<file path="src/rtl/fsh_pkg.sv">
package fsh_pkg;
    localparam int WORD_W = 32;
    localparam int BITS_W = 6;

    typedef enum logic [1:0] {
        FS_IDLE,
        FS_SYNC,
        FS_DATA
    } fs_state_e;

    // character length from the size select
    function automatic logic [BITS_W-1:0] char_bits(input logic [1:0] sz);
        case (sz)
            2'b00:   return BITS_W'(8);
            2'b01:   return BITS_W'(16);
            default: return BITS_W'(32);
        endcase
    endfunction

    function automatic logic [WORD_W-1:0] low_mask(input logic [BITS_W-1:0] b);
        if (b >= BITS_W'(WORD_W)) return '1;
        return (WORD_W'(1) << b) - WORD_W'(1);
    endfunction
endpackage

</file>
<file path="src/rtl/fsh_edge_sel.sv">
module fsh_edge_sel (
    input  logic cpol_i,
    input  logic cpha_i,
    input  logic rise_i,
    input  logic fall_i,
    output logic tx_e_o,
    output logic rx_e_o
);
    logic launch_on_rise;
    assign launch_on_rise = cpol_i ^ cpha_i;
    assign tx_e_o = launch_on_rise ? rise_i : fall_i;
    assign rx_e_o = launch_on_rise ? fall_i : rise_i;
endmodule

</file>
<file path="src/rtl/fsh_rx_shift.sv">
module fsh_rx_shift
    import fsh_pkg::*;
(
    input  logic              clk,
    input  logic              rst_n,
    input  logic              smp_i,
    input  logic              sdi_i,
    input  logic [BITS_W-1:0] bits_i,
    output logic [WORD_W-1:0] word_o,
    output logic              done_o
);
    typedef struct packed {
        logic [WORD_W-1:0] sr;
        logic [BITS_W-1:0] cnt;
        logic [WORD_W-1:0] word;
        logic              done;
    } rx_t;

    rx_t rx_d, rx_q;

    always_comb begin
        rx_d      = rx_q;
        rx_d.done = 1'b0;
        if (smp_i) begin
            rx_d.sr = {rx_q.sr[WORD_W-2:0], sdi_i};
            if (rx_q.cnt + BITS_W'(1) == bits_i) begin
                rx_d.word = rx_d.sr & low_mask(bits_i);
                rx_d.done = 1'b1;
                rx_d.cnt  = '0;
            end else begin
                rx_d.cnt = rx_q.cnt + BITS_W'(1);
            end
        end
    end

    always_ff @(posedge clk) begin
        if (!rst_n) rx_q <= '0;
        else        rx_q <= rx_d;
    end

    assign word_o = rx_q.word;
    assign done_o = rx_q.done;
endmodule

</file>
<file path="src/rtl/framed_spi_host_seq.sv">
module framed_spi_host_seq
    import fsh_pkg::*;
#(
    parameter int CNT_W = 3
) (
    input  logic              clk,
    input  logic              rst_n,
    input  logic              sck_rise_i,
    input  logic              sck_fall_i,
    input  logic              cfg_cpol_i,
    input  logic              cfg_cpha_i,
    input  logic [1:0]        cfg_size_i,
    input  logic              cfg_fs_pol_i,
    input  logic              cfg_fs_char_i,
    input  logic [CNT_W-1:0]  cfg_frm_cnt_i,
    input  logic              txh_valid_i,
    input  logic [WORD_W-1:0] txh_data_i,
    output logic              txh_take_o,
    input  logic              sdi_i,
    output logic              fsync_o,
    output logic              sdo_o,
    output logic [WORD_W-1:0] rx_data_o,
    output logic              rx_done_o
);
    typedef struct packed {
        fs_state_e         st;
        logic [WORD_W-1:0] sr;
        logic              sdo;
        logic              fs_act;
        logic [BITS_W-1:0] fs_left;
        logic [BITS_W-1:0] nbits;
        logic [CNT_W-1:0]  chr;
        logic              pend;
    } seq_t;

    seq_t q, d;

    logic              tx_e, rx_e;
    logic [BITS_W-1:0] bits;
    logic              start;
    logic              take;
    logic [WORD_W-1:0] next_word;
    logic [WORD_W-1:0] aligned;

    fsh_edge_sel u_edge (
        .cpol_i (cfg_cpol_i),
        .cpha_i (cfg_cpha_i),
        .rise_i (sck_rise_i),
        .fall_i (sck_fall_i),
        .tx_e_o (tx_e),
        .rx_e_o (rx_e)
    );

    assign bits = char_bits(cfg_size_i);

    // word for a follow-on character: zero when the holding register is empty
    assign next_word = txh_valid_i ? txh_data_i : '0;
    assign aligned   = next_word << (BITS_W'(WORD_W) - bits);

    always_comb begin
        d     = q;
        start = 1'b0;
        take  = 1'b0;
        if (rx_e) d.pend = 1'b0;
        if (tx_e) begin
            if (q.fs_act) begin
                if (q.fs_left == '0) d.fs_act  = 1'b0;
                else                 d.fs_left = q.fs_left - BITS_W'(1);
            end
            case (q.st)
                FS_IDLE: start = txh_valid_i;
                FS_SYNC: begin
                    d.sdo   = q.sr[WORD_W-1];
                    d.sr    = {q.sr[WORD_W-2:0], 1'b0};
                    d.nbits = BITS_W'(1);
                    d.pend  = 1'b1;
                    d.st    = FS_DATA;
                end
                FS_DATA: begin
                    if (q.nbits != bits) begin
                        d.sdo   = q.sr[WORD_W-1];
                        d.sr    = {q.sr[WORD_W-2:0], 1'b0};
                        d.nbits = q.nbits + BITS_W'(1);
                        d.pend  = 1'b1;
                    end else if (q.chr != cfg_frm_cnt_i) begin
                        d.chr   = q.chr + CNT_W'(1);
                        take    = txh_valid_i;
                        d.sdo   = aligned[WORD_W-1];
                        d.sr    = {aligned[WORD_W-2:0], 1'b0};
                        d.nbits = BITS_W'(1);
                        d.pend  = 1'b1;
                    end else if (txh_valid_i) begin
                        start = 1'b1;
                    end else begin
                        d.st = FS_IDLE;
                    end
                end
                default: d.st = FS_IDLE;
            endcase
            if (start) begin
                take      = 1'b1;
                d.st      = FS_SYNC;
                d.sr      = aligned;
                d.fs_act  = 1'b1;
                d.fs_left = cfg_fs_char_i ? bits - BITS_W'(1) : '0;
                d.chr     = '0;
                d.nbits   = '0;
            end
        end
    end

    always_ff @(posedge clk) begin
        if (!rst_n) begin
            q    <= '0;
            q.st <= FS_IDLE;
        end else begin
            q <= d;
        end
    end

    fsh_rx_shift u_rx (
        .clk    (clk),
        .rst_n  (rst_n),
        .smp_i  (rx_e & q.pend),
        .sdi_i  (sdi_i),
        .bits_i (bits),
        .word_o (rx_data_o),
        .done_o (rx_done_o)
    );

    assign txh_take_o = take;
    assign fsync_o    = q.fs_act ? cfg_fs_pol_i : ~cfg_fs_pol_i;
    assign sdo_o      = q.sdo;
endmodule

</file>
<file path="config.mk">
export PLATFORM = sky130hd
export DESIGN_NAME = framed_spi_host_seq
export DESIGN_NICKNAME = d
export VERILOG_FILES = /design/src/rtl/fsh_pkg.sv /design/src/rtl/fsh_edge_sel.sv /design/src/rtl/fsh_rx_shift.sv /design/src/rtl/framed_spi_host_seq.sv
export SDC_FILE = /design/constraint.sdc
export NUM_CORES = 1
export LEC_CHECK = 0
export ABC_AREA = 0
export BUFFER_PORTS_ARGS = -buffer_cell sky130_fd_sc_hd__buf_2
export CAP_MARGIN = 25
export CORE_MARGIN = 5
export CORE_UTILIZATION = 40
export DETAILED_ROUTE_END_ITERATION = 8
export GPL_ROUTABILITY_DRIVEN = 0
export GPL_TIMING_DRIVEN = 0
export PLACE_DENSITY = 0.67
export REMOVE_ABC_BUFFERS = 1
export SLEW_MARGIN = 20
export SYNTH_ARGS = -nofsm -noshare
export SYNTH_HDL_FRONTEND = slang
export SYNTH_SLANG_ARGS = --single-unit
</file>
<file path="constraint.sdc">
create_clock -name clk -period 4.12 [get_ports clk]
set_input_delay 0.206 -clock clk [delete_from_list [all_inputs] [get_ports clk]]
set_output_delay 0.206 -clock clk [all_outputs]
set_load 0.05 [all_outputs]
</file>
Word-level counts from Yosys, hierarchy flattened:

Index checks and enable logic that the tools add are counted.

* bits in registers: 122
* input port bits: 47
* output and inout bits: 36
* word-level logic and storage cells: 101

* $add $sub $neg: 7
* $lt $le $gt $ge: 1
* equal/unequal tests: 14
* shift operators: 2
* multiplexer cells: 46
* bitwise gates (word level): 4
* reduce and logical (&&, ||, !) cells: 15

Operators with widths (count)
* 32-bit 2-to-1 mux: 5
* 33-bit 2-to-1 mux: 2
* 33-bit one-hot mux with 2 select lines: 1
* 34-bit 2-to-1 mux: 1
* 32-bit bitwise AND: 1
* 1-bit by 6-bit << shifter with 32-bit output (first input constant): 1
* 32-bit by 6-bit << shifter with 32-bit output: 1
* 32-bit by 2-bit subtractor with 32-bit output (second input constant): 1
* 6-bit 2-to-1 mux: 4
* 6-bit one-hot mux with 2 select lines: 2
* 1-bit 2-to-1 mux: 20
* 16-bit 2-to-1 mux: 1
* 6-bit by 1-bit adder with 6-bit output (second input constant): 2
* 3-bit inequality test (second input constant): 4
* 6-bit by 1-bit subtractor with 6-bit output (second input constant): 2
* 10-bit 2-to-1 mux: 1
* 3-bit AND reduction: 3
* 2-bit nonzero test: 4
* 7-bit 2-to-1 mux: 1
* 6-bit == test: 1
* 6-bit >= comparator (second input constant): 1
* 6-bit zero test: 1
* 2-bit 2-to-1 mux: 3
* 3-bit 2-to-1 mux: 2
* other kinds (19): 24

Logic depth before layout (Yosys ltp):

Gate-level depths: netlist of run 1.

* depth after elaboration: 10
* mapped depth: 15
* depth with buffers taken out: 9

Cells and area by module:

Synthesis of run 1 repeated with hierarchy kept, for this count alone.

* cell total of the unflattened synthesis: 948
* area total of the unflattened synthesis: 7633.6 µm²

By module, submodules not included
* framed_spi_host_seq: instances 1, cells each 484, area each 3804.9 µm², sequential area each 1041.0 µm²
* fsh_rx_shift: instances 1, cells each 461, area each 3797.4 µm², sequential area each 1401.3 µm²
* fsh_edge_sel: instances 1, cells each 3, area each 31.3 µm², sequential area each 0.0 µm²

Worst setup path before layout of run 1:

No wires, ideal clock.

* path kind: input to register
* from: input port cfg_size_i[1]
* to: register u_rx.rx_q, in the netlist u_rx.word_o[22]
* setup time: 0.128 ns
* arrival time: 3.392 ns
* required time: 3.992 ns
* path slack: 0.600 ns
* stages on the path: 14
* buffers on the path: 6
* cell sequence: buf_6 > nor2_2 > clkinv_1 > clkbuf_1 > clkbuf_1 > ha_1 > clkbuf_1 > xor2_1 > o21ba_2 > o21ai_0 > a2111oi_0 > clkbuf_1 > clkbuf_1 > o21ai_0

* word-level cells in the longest chain between the ends: 10
* elaborated cells on any way between the ends: 15
* classes of those cells: add/sub: 1; order compare: 1; eq/ne: 2; shift: 1; mux: 7; bitwise: 1; reduce/logical: 2

RTL lines
* from (decl): RTL line framed_spi_host_seq.sv:12 `input logic [1:0] cfg_size_i,`
* 2-bit by 1-bit == test with 1-bit output / 2-bit zero test (equally long branches): RTL line fsh_pkg.sv:13 `case (sz)`
* 6-bit one-hot mux with 2 select lines *: RTL line fsh_pkg.sv:13
* parallel branches: the longest is 8 deep, another holds 32-bit by 2-bit subtractor with 32-bit output
* to (signal assigned): RTL line fsh_rx_shift.sv:38 `else rx_q <= rx_d;`
* to (decl): RTL line fsh_rx_shift.sv:19 `rx_t rx_d, rx_q;`

Every way passes the cells marked *. The select of a mux whose other input is x is not followed.
A chain may end at the register's enable or synchronous reset.

Worst setup path in the final report of run 1:

* from: input port cfg_size_i[1]
* to: register u_rx.rx_q, in the netlist u_rx.word_o[25]

The elaborated chain is that of the path after synthesis.

==> results of run 1 <==
[sequential cells by signal, indices dropped and copies added, names as in the netlist]
register / flops
q: 51
sdo_o: 1
u_rx.done_o: 1
u_rx.rx_q: 37
u_rx.word_o: 32
[where the power goes]
part	internal [mW]	switching (mW)
sequential	1.22	0.0274
combinational	0.185	0.297
clock	0.885	0.570
total	2.29	0.894
[worst paths after layout]
kind                                   endpoint  slack (ps)  depth (start not counted)
worst max-delay path            u_rx.word_o[25]         500                         14
worst min-delay path             u_rx.word_o[0]          30                          3
worst max register to register            q[42]         890                          8
worst min register to register  u_rx.word_o[30]         450                          2
[placed cells by master, fill, tap and decap left out, types with 3 or more instances in the layout]
cell,instances
mux2i_1,21
nand2b_1,5
inv_6,3
a31oi_1,18
a21o_1,6
clkinv_4,4
xor2_1,8
clkbuf_16,17
clkinvlp_4,3
o21ai_0,46
nor3_1,12
inv_1,17
dfxtp_1,122
xnor2_1,11
a21oi_1,44
o32ai_1,4
buf_16,4
nand4b_1,6
o32ai_2,21
nand3b_1,17
buf_2,88
nand2_1,183
clkbuf_8,3
a211oi_1,9
a311oi_1,4
o22ai_1,9
nor2_1,46
and3_1,19
nand4_1,20
ha_1,10
nand3_1,34
[metrics by stage]
step,worst slack [ps],instance area [µm²],std cells,power (mW),hold slack [ps]
floorplan,-6070,6150,744,1.57,328
global placement,-11480,6840,1046,1.71,442
detailed placement,-592,7060,1060,1.74,447
CTS,100,7650,1092,3.21,21.1
global route,252,7670,1092,3.32,41.4
finish,505,7670,1092,3.19,30.3
[layout make-up]
type	instances	area [µm²]	area share, %
timing repair buffer	96	597	7.78
sequential	122	2440	31.9
multi-input combinational	603	3690	48.2
inverter	19	76.3	0.995
tap	220	275	3.59
clock inverter	11	111	1.45
clock buffer	21	470	6.14
[synth_stat cells (8+ instances only)]
cell      count
nand2_1     183
dfxtp_1     122
nor2_1       46
o21ai_0      46
clkbuf_1     45
a21oi_1      44
buf_4        34
nand3_1      34
mux2i_1      21
o32ai_2      21
nand4_1      20
and3_1       19
a31oi_1      18
inv_1        17
nand3b_1     17
nor3_1       12
ha_1         11
xnor2_1      11
buf_2        10
a211oi_1      9
buf_6         9
o22ai_1       9
xor2_1        8
[cells by family after synthesis]
logic type	Yosys count	synth area share, %
mux	24	3.79
fa+ha+maj	11	2.04
compound gates	182	19.9
simple gates	367	25.8
buf+inv	119	9.71
flops	122	36.2
xor+xnor	19	2.47
[worst register-to-register path: cells and delay by family, from the launching register on]
| family | cells | cell delay (ps) |
|---|---|---|
| AOI/OAI and AO/OA | 4 | 1500 |
| and+or+nand+nor | 2 | 760 |
| buffers and inverters | 2 | 410 |
| DFF | 1 | 470 |
[per-layer routing]
layer	track usage, %	up-vias	share of wire (%)
met1	22.3	2786	46
met5	0	-	0
met2	27.2	130	48
met4	7.14	0	1.8
li1	-	2981	-
met3	4.49	22	4.5
==> metrics.txt, run 1 <==
Post-Syn Area=6740 µm²; Yosys top cell by area=dfxtp_1; CTS Sinks=between 100 and 150; crit path from=cfg_size_i[1]; Vias/cell=roughly 5.4; initial antenna violation count=0; relative slew slack=between 40 and 50%; cell-by-cell trace of the critical path=buf_2, nor2_4, clkinvlp_4, ha_1, xor2_1, o21ba_2, o21ai_0, a2111oi_2, buf_2, buf_4, buf_2, buf_2, nand4_1, o21ai_0; Final Max Tran Viols=0; vias in the first global route=between 5000 and 6000; Fillers=between 1500 and 2000; sequential fraction of the synthesis area=between 30 and 40%; clock skew=approximately 10 ps; H-tree lvl count=4; post-route minimum period=between 3000 and 4000 ps; CP Class=input pin to flop; CP Max Fanout=27; WL per Instance=~15 µm; post_cts resized=1; maxcap violations=0; Slowest-stage cell, CP=ha_1; measured slew at the worst slew-check pin=892 ps; # IOs=83; setup tns final=0 ps; Reg-to-Reg Start=q[7]; Chip Height=140 µm; Setup-failing EPs final=0; Worst Hold Launch=sdi_i; leakage power=2.76 nW; first-pass GRT wire length=about 28000 µm; Starting Density=around 41%; Final Hold Fails=0; Netlist cell types=65; final WL=roughly 17000 µm; Primary FF master, synth=dfxtp_1; clock slew seen by the registers of the worst setup and hold paths=around 60 ps; Yosys top cell area share=between 30% and 40%; fin crit share=between 80 and 90%; Synth Instances=844; peak supply drop=0.000310 V; gr usage total=roughly 17%; Yosys Warn Count=0; PwrDens=just over 400 nW/µm²; Seq cells post-synth=about 120; Area growth syn-to-layout=13.8%; Req. time, crit path=between 4000 and 5000 ps; num rows=47; fin nets=about 920; Post-synth EDFFs=0; RSZ-0062 raised after global routing=no; Final Util=between 40% and 50%; startpoint types=input pin; CTS root buffer=clkbuf_16; CP Buf/Inv Count=6; n_diodes=0; Post-DP HPWL=10900 µm; IO Port Bufs=82; Post-DRT Antenna Nets=0; Highest Clock Rate=277 MHz; syn_area_per_cell=approximately 8 µm²; core area=16600 µm²; Num CTS Buffers=17; Worst setup EP type=flop; drt first-iter violations=517; Via Count=~6000; DRC violation count after routing=0; share of cells above drive strength 1=~20%; most used cell, CP=buf_2; Crit path largest cell delay=slightly above 600 ps; top cells by area, synth=dfxtp_1 (36%), nand2_1 (10%), o32ai_2 (5.1%); grt ovf=0; area of the die=19500 µm²; critical path's top delay family=buffers and inverters; TritonRoute pass-1 iters=5; crit path DAT=3970 ps; post-CTS setup buffers=0; CTS tree=done; class of the worst hold path=input pin to flop; Die W=140 µm; Post-synth ARST share=0%; Clock Latency Late Sink=about 420 ps; cts hold-fix bufs=0; outcome=complete, no violations; CTS Buffer Depth=2; largest net degree at the start of global routing=79
(Power assumes the default switching activity.)
==> run 2: changes to the inputs <==
--- a/config.mk
+++ b/config.mk
@@ -8,14 +8,17 @@
 export ABC_AREA = 0
 export BUFFER_PORTS_ARGS = -buffer_cell sky130_fd_sc_hd__buf_2
 export CAP_MARGIN = 25
+export CELL_PAD_IN_SITES_DETAIL_PLACEMENT = 0
+export CELL_PAD_IN_SITES_GLOBAL_PLACEMENT = 1
 export CORE_MARGIN = 5
-export CORE_UTILIZATION = 40
+export CORE_UTILIZATION = 45
 export DETAILED_ROUTE_END_ITERATION = 8
 export GPL_ROUTABILITY_DRIVEN = 0
 export GPL_TIMING_DRIVEN = 0
-export PLACE_DENSITY = 0.67
+export PLACE_DENSITY = 0.9
 export REMOVE_ABC_BUFFERS = 1
 export SLEW_MARGIN = 20
 export SYNTH_ARGS = -nofsm -noshare
 export SYNTH_HDL_FRONTEND = slang
+export SYNTH_HIERARCHICAL = 1
 export SYNTH_SLANG_ARGS = --single-unit
==> run 2 against run 1 <==
  * Worst setup slack got worse by 180 ps
  * Critical path depth is 3 lower
  * Power rose by 5.0%
  * Global-route usage increased by 3.8 points
  * Sequential cell count unchanged
  * Sequential share of layout area down 3.1 points
  * Area after synthesis is 13% higher
  * Combinational power up 24%
  * Clock power about the same
  * Non-clock buffer count is 5 lower
  * Largest cell class unchanged
  * Largest power group unchanged
==> metrics.txt, run 2 <==
CP Buf/Inv Count=2 (-4); reg2reg setup slack=1040 ps (+150 ps); Levels on crit path=11 (-3); Clock Latency Late Sink=430 ps (about the same); leakage power=3.13 nW (+13%); Area growth syn-to-layout=11.3%; H-tree lvl count=4 (unchanged); Netlist cell types=80 (+23%); CTS tree=done; Post-synth ARST share=0% (unchanged); hold path depth=3 (unchanged); first-pass GRT wire length=34500 µm (+23%); Final Hold Fails=0 (unchanged); sequential fraction of the synthesis area=32.0% (-4.3 points); final WL=21000 µm (+25%); # IOs=83 (unchanged); clock slew seen by the registers of the worst setup and hold paths=60 ps (about the same); IO Port Bufs=82 (unchanged); WL per Instance=17.8 µm (+15%); CP Max Fanout=45 (+67%); grt ovf=0 (unchanged); DRC violation count after routing=0 (unchanged); TritonRoute pass-1 iters=7 (+2); peak supply drop=0.000311 V (+0.11%); Worst setup EP type=flop; Sw Ratio=31.9% (+3.9 points); relative slew slack=34.5% (-5.6 points); synth cell count leaders=dfxtp_1 (122), o21ai_0 (77), nand2_1 (76), a21oi_1 (72), nor2_1 (66); Post-Place Setup Slack=-31.6 ps (+561 ps); Vias/cell=6.08 (+12%); most common cell after layout, fill and taps aside=dfxtp_1; Chip Height=140 µm (+0.33%); Final Max Tran Viols=0 (unchanged); clock skew=9.54 ps (-0.522 ps); Fillers=1603 (-2.1%); crit path from=cfg_size_i[1]; post-route minimum period=3790 ps (+176 ps); setup tns final=0 ps (unchanged); Starting Density=45.9% (+5.2 points); R2R Path End=q[27]; cts hold-fix bufs=0 (unchanged); Most flops, register=q; top cells by area, synth=dfxtp_1 (32%), mux2i_1 (6.6%), o21ai_0 (5.0%); Post-synth EDFFs=0 (unchanged); Num CTS Buffers=17 (unchanged); startpoint types=input pin; core area=16600 µm² (+0.35%); Die W=140 µm (+0.33%); measured slew at the worst slew-check pin=979 ps (+87.5 ps); fin nets=1005 (+9.6%); Yosys top cell by area=dfxtp_1; post-CTS setup buffers=0 (unchanged); internal power=2.28 mW (-0.65%); outcome=complete, no violations; PwrDens=394 nW/µm² (-5.3%); share of cells above drive strength 1=17.4% (-2.2 points); Comb pwr share=17.8% (+2.7 points); Yosys top cell area share=32.0% (-4.3 points); Seq cells post-synth=122 (unchanged); Crit path largest cell delay=580 ps (-30 ps); initial antenna violation count=0 (unchanged); vias in the first global route=6641 (+20%); CTS root buffer=clkbuf_16; Yosys Warn Count=6 (+6); Synth Instances=948 (+12%); maxcap violations=0 (unchanged); Reg-to-Reg Start=q[50]; gr usage total=21.0% (+3.8 points); worst setup path endpoint=u_rx/word_o[24]; commonest cells after routing, fill and taps aside=dfxtp_1 (122), buf_2 (82), o21ai_0 (77); syn_area_per_cell=8.05 µm² (+0.87%); drt first-iter violations=736 (+42%); cell-by-cell trace of the critical path=buf_2, or2_2, inv_4, or3_1, or3_1, ha_1, or2_2, o22ai_1, a211o_1, nand4_1, a21oi_1; Post-Syn Area=7630 µm² (+13%); Reg power frac=37.8% (-1.4 points); Setup-failing EPs final=0 (unchanged); min setup slack post-route=328 ps (-176 ps); CP Class=input pin to flop; Req. time, crit path=4490 ps (+20 ps); n_diodes=0 (unchanged); clock share of power=44.4% (-1.3 points); largest net degree at the start of global routing=74 (-6.3%); most numerous cell in the Yosys netlist=dfxtp_1; num rows=47 (unchanged); switching power of the nets=1.07 mW (+19%); Post-DP HPWL=13900 µm (+28%); Via Count=7176 (+21%); CTS Buffer Depth=2 (unchanged); post_cts resized=0 (-1); max reg flops=51 (unchanged); fin crit share=92.0% (+4.3 points); Post-DRT Antenna Nets=0 (unchanged); Final Util=51.0% (+4.8 points); critical path's top delay family=simple AND/OR/NAND/NOR gates; FF-to-FF path depth=9 (+1); CTS Sinks=122 (unchanged); Highest Clock Rate=264 MHz (-4.7%); RSZ-0062 raised after global routing=no; Slowest-stage cell, CP=or3_1; area of the die=19700 µm² (+0.66%); class of the worst hold path=input pin to flop; crit path DAT=4160 ps (+190 ps); Primary FF master, synth=dfxtp_1
## run 2: per-stage QoR
stage	std cells	area, µm²	hold slack [ps]	power (mW)
2_1_floorplan	837	7040	344	1.66
3_3_place_gp	1139	7730	456	1.84
3_5_place_dp	1146	7890	463	1.87
4_1_cts	1178	8470	33.3	3.34
5_1_grt	1180	8490	38.7	3.48
6_report	1180	8490	38.2	3.34
## run 2: worst min-delay path by stage
stage                           end            start
floorplan                     q[26]            rst_n
global placement               q[0]             q[0]
detailed placement  u_rx/word_o[24]  u_rx/word_o[24]
CTS                   u_rx/rx_q[39]            sdi_i
global route          u_rx/rx_q[39]            sdi_i
finish                u_rx/rx_q[39]            sdi_i
## run 2: cell families after synthesis
logic type | synth area share (%)
other | 0.0491
AO/OA/AOI/OAI | 25.6
multiplexers | 8.03
XOR/XNOR | 2.54
buffers and inverters | 8.92
adder cells (fa/ha/maj) | 1.80
flip-flops | 32.0
AND/OR/NAND/NOR | 21.1
## run 2: layer usage
metal	global-route usage, %	up-vias	part of all wire [%]
met5	0	-	0
met4	7.14	0	1.9
met3	4.29	31	5.8
met2	32.0	231	45
met1	29.7	3439	47
li1	-	3475	-
## run 2: worst register-to-register path, stage by stage (launching register included)
cell,delay (ps)
dfxtp_1,320
inv_1,80
ha_1,280
inv_1,90
nor3b_1,460
nand3_4,400
o31ai_4,800
buf_8,260
a21oi_1,70
a221oi_1,250
## run 2: layout make-up
type | instances | area (µm²) | share of cell area, %
multi-input cells | 694 | 4560 | 53.7
well taps | 220 | 275 | 3.24
clock buffers | 17 | 425 | 5.01
flip-flops and latches | 122 | 2440 | 28.8
inverters | 21 | 85.1 | 1.00
clock inverters | 15 | 155 | 1.83
repair buffers | 91 | 553 | 6.51
## run 2: power by group through the flow
| stage | logic [mW] | registers [mW] | clock network [mW] |
|---|---|---|---|
| floorplan | 0.384 | 1.28 | 0 |
| global placement | 0.549 | 1.29 | 0 |
| detailed placement | 0.578 | 1.29 | 0 |
| CTS | 0.581 | 1.26 | 1.49 |
| global route | 0.651 | 1.27 | 1.56 |
| finish | 0.596 | 1.26 | 1.48 |
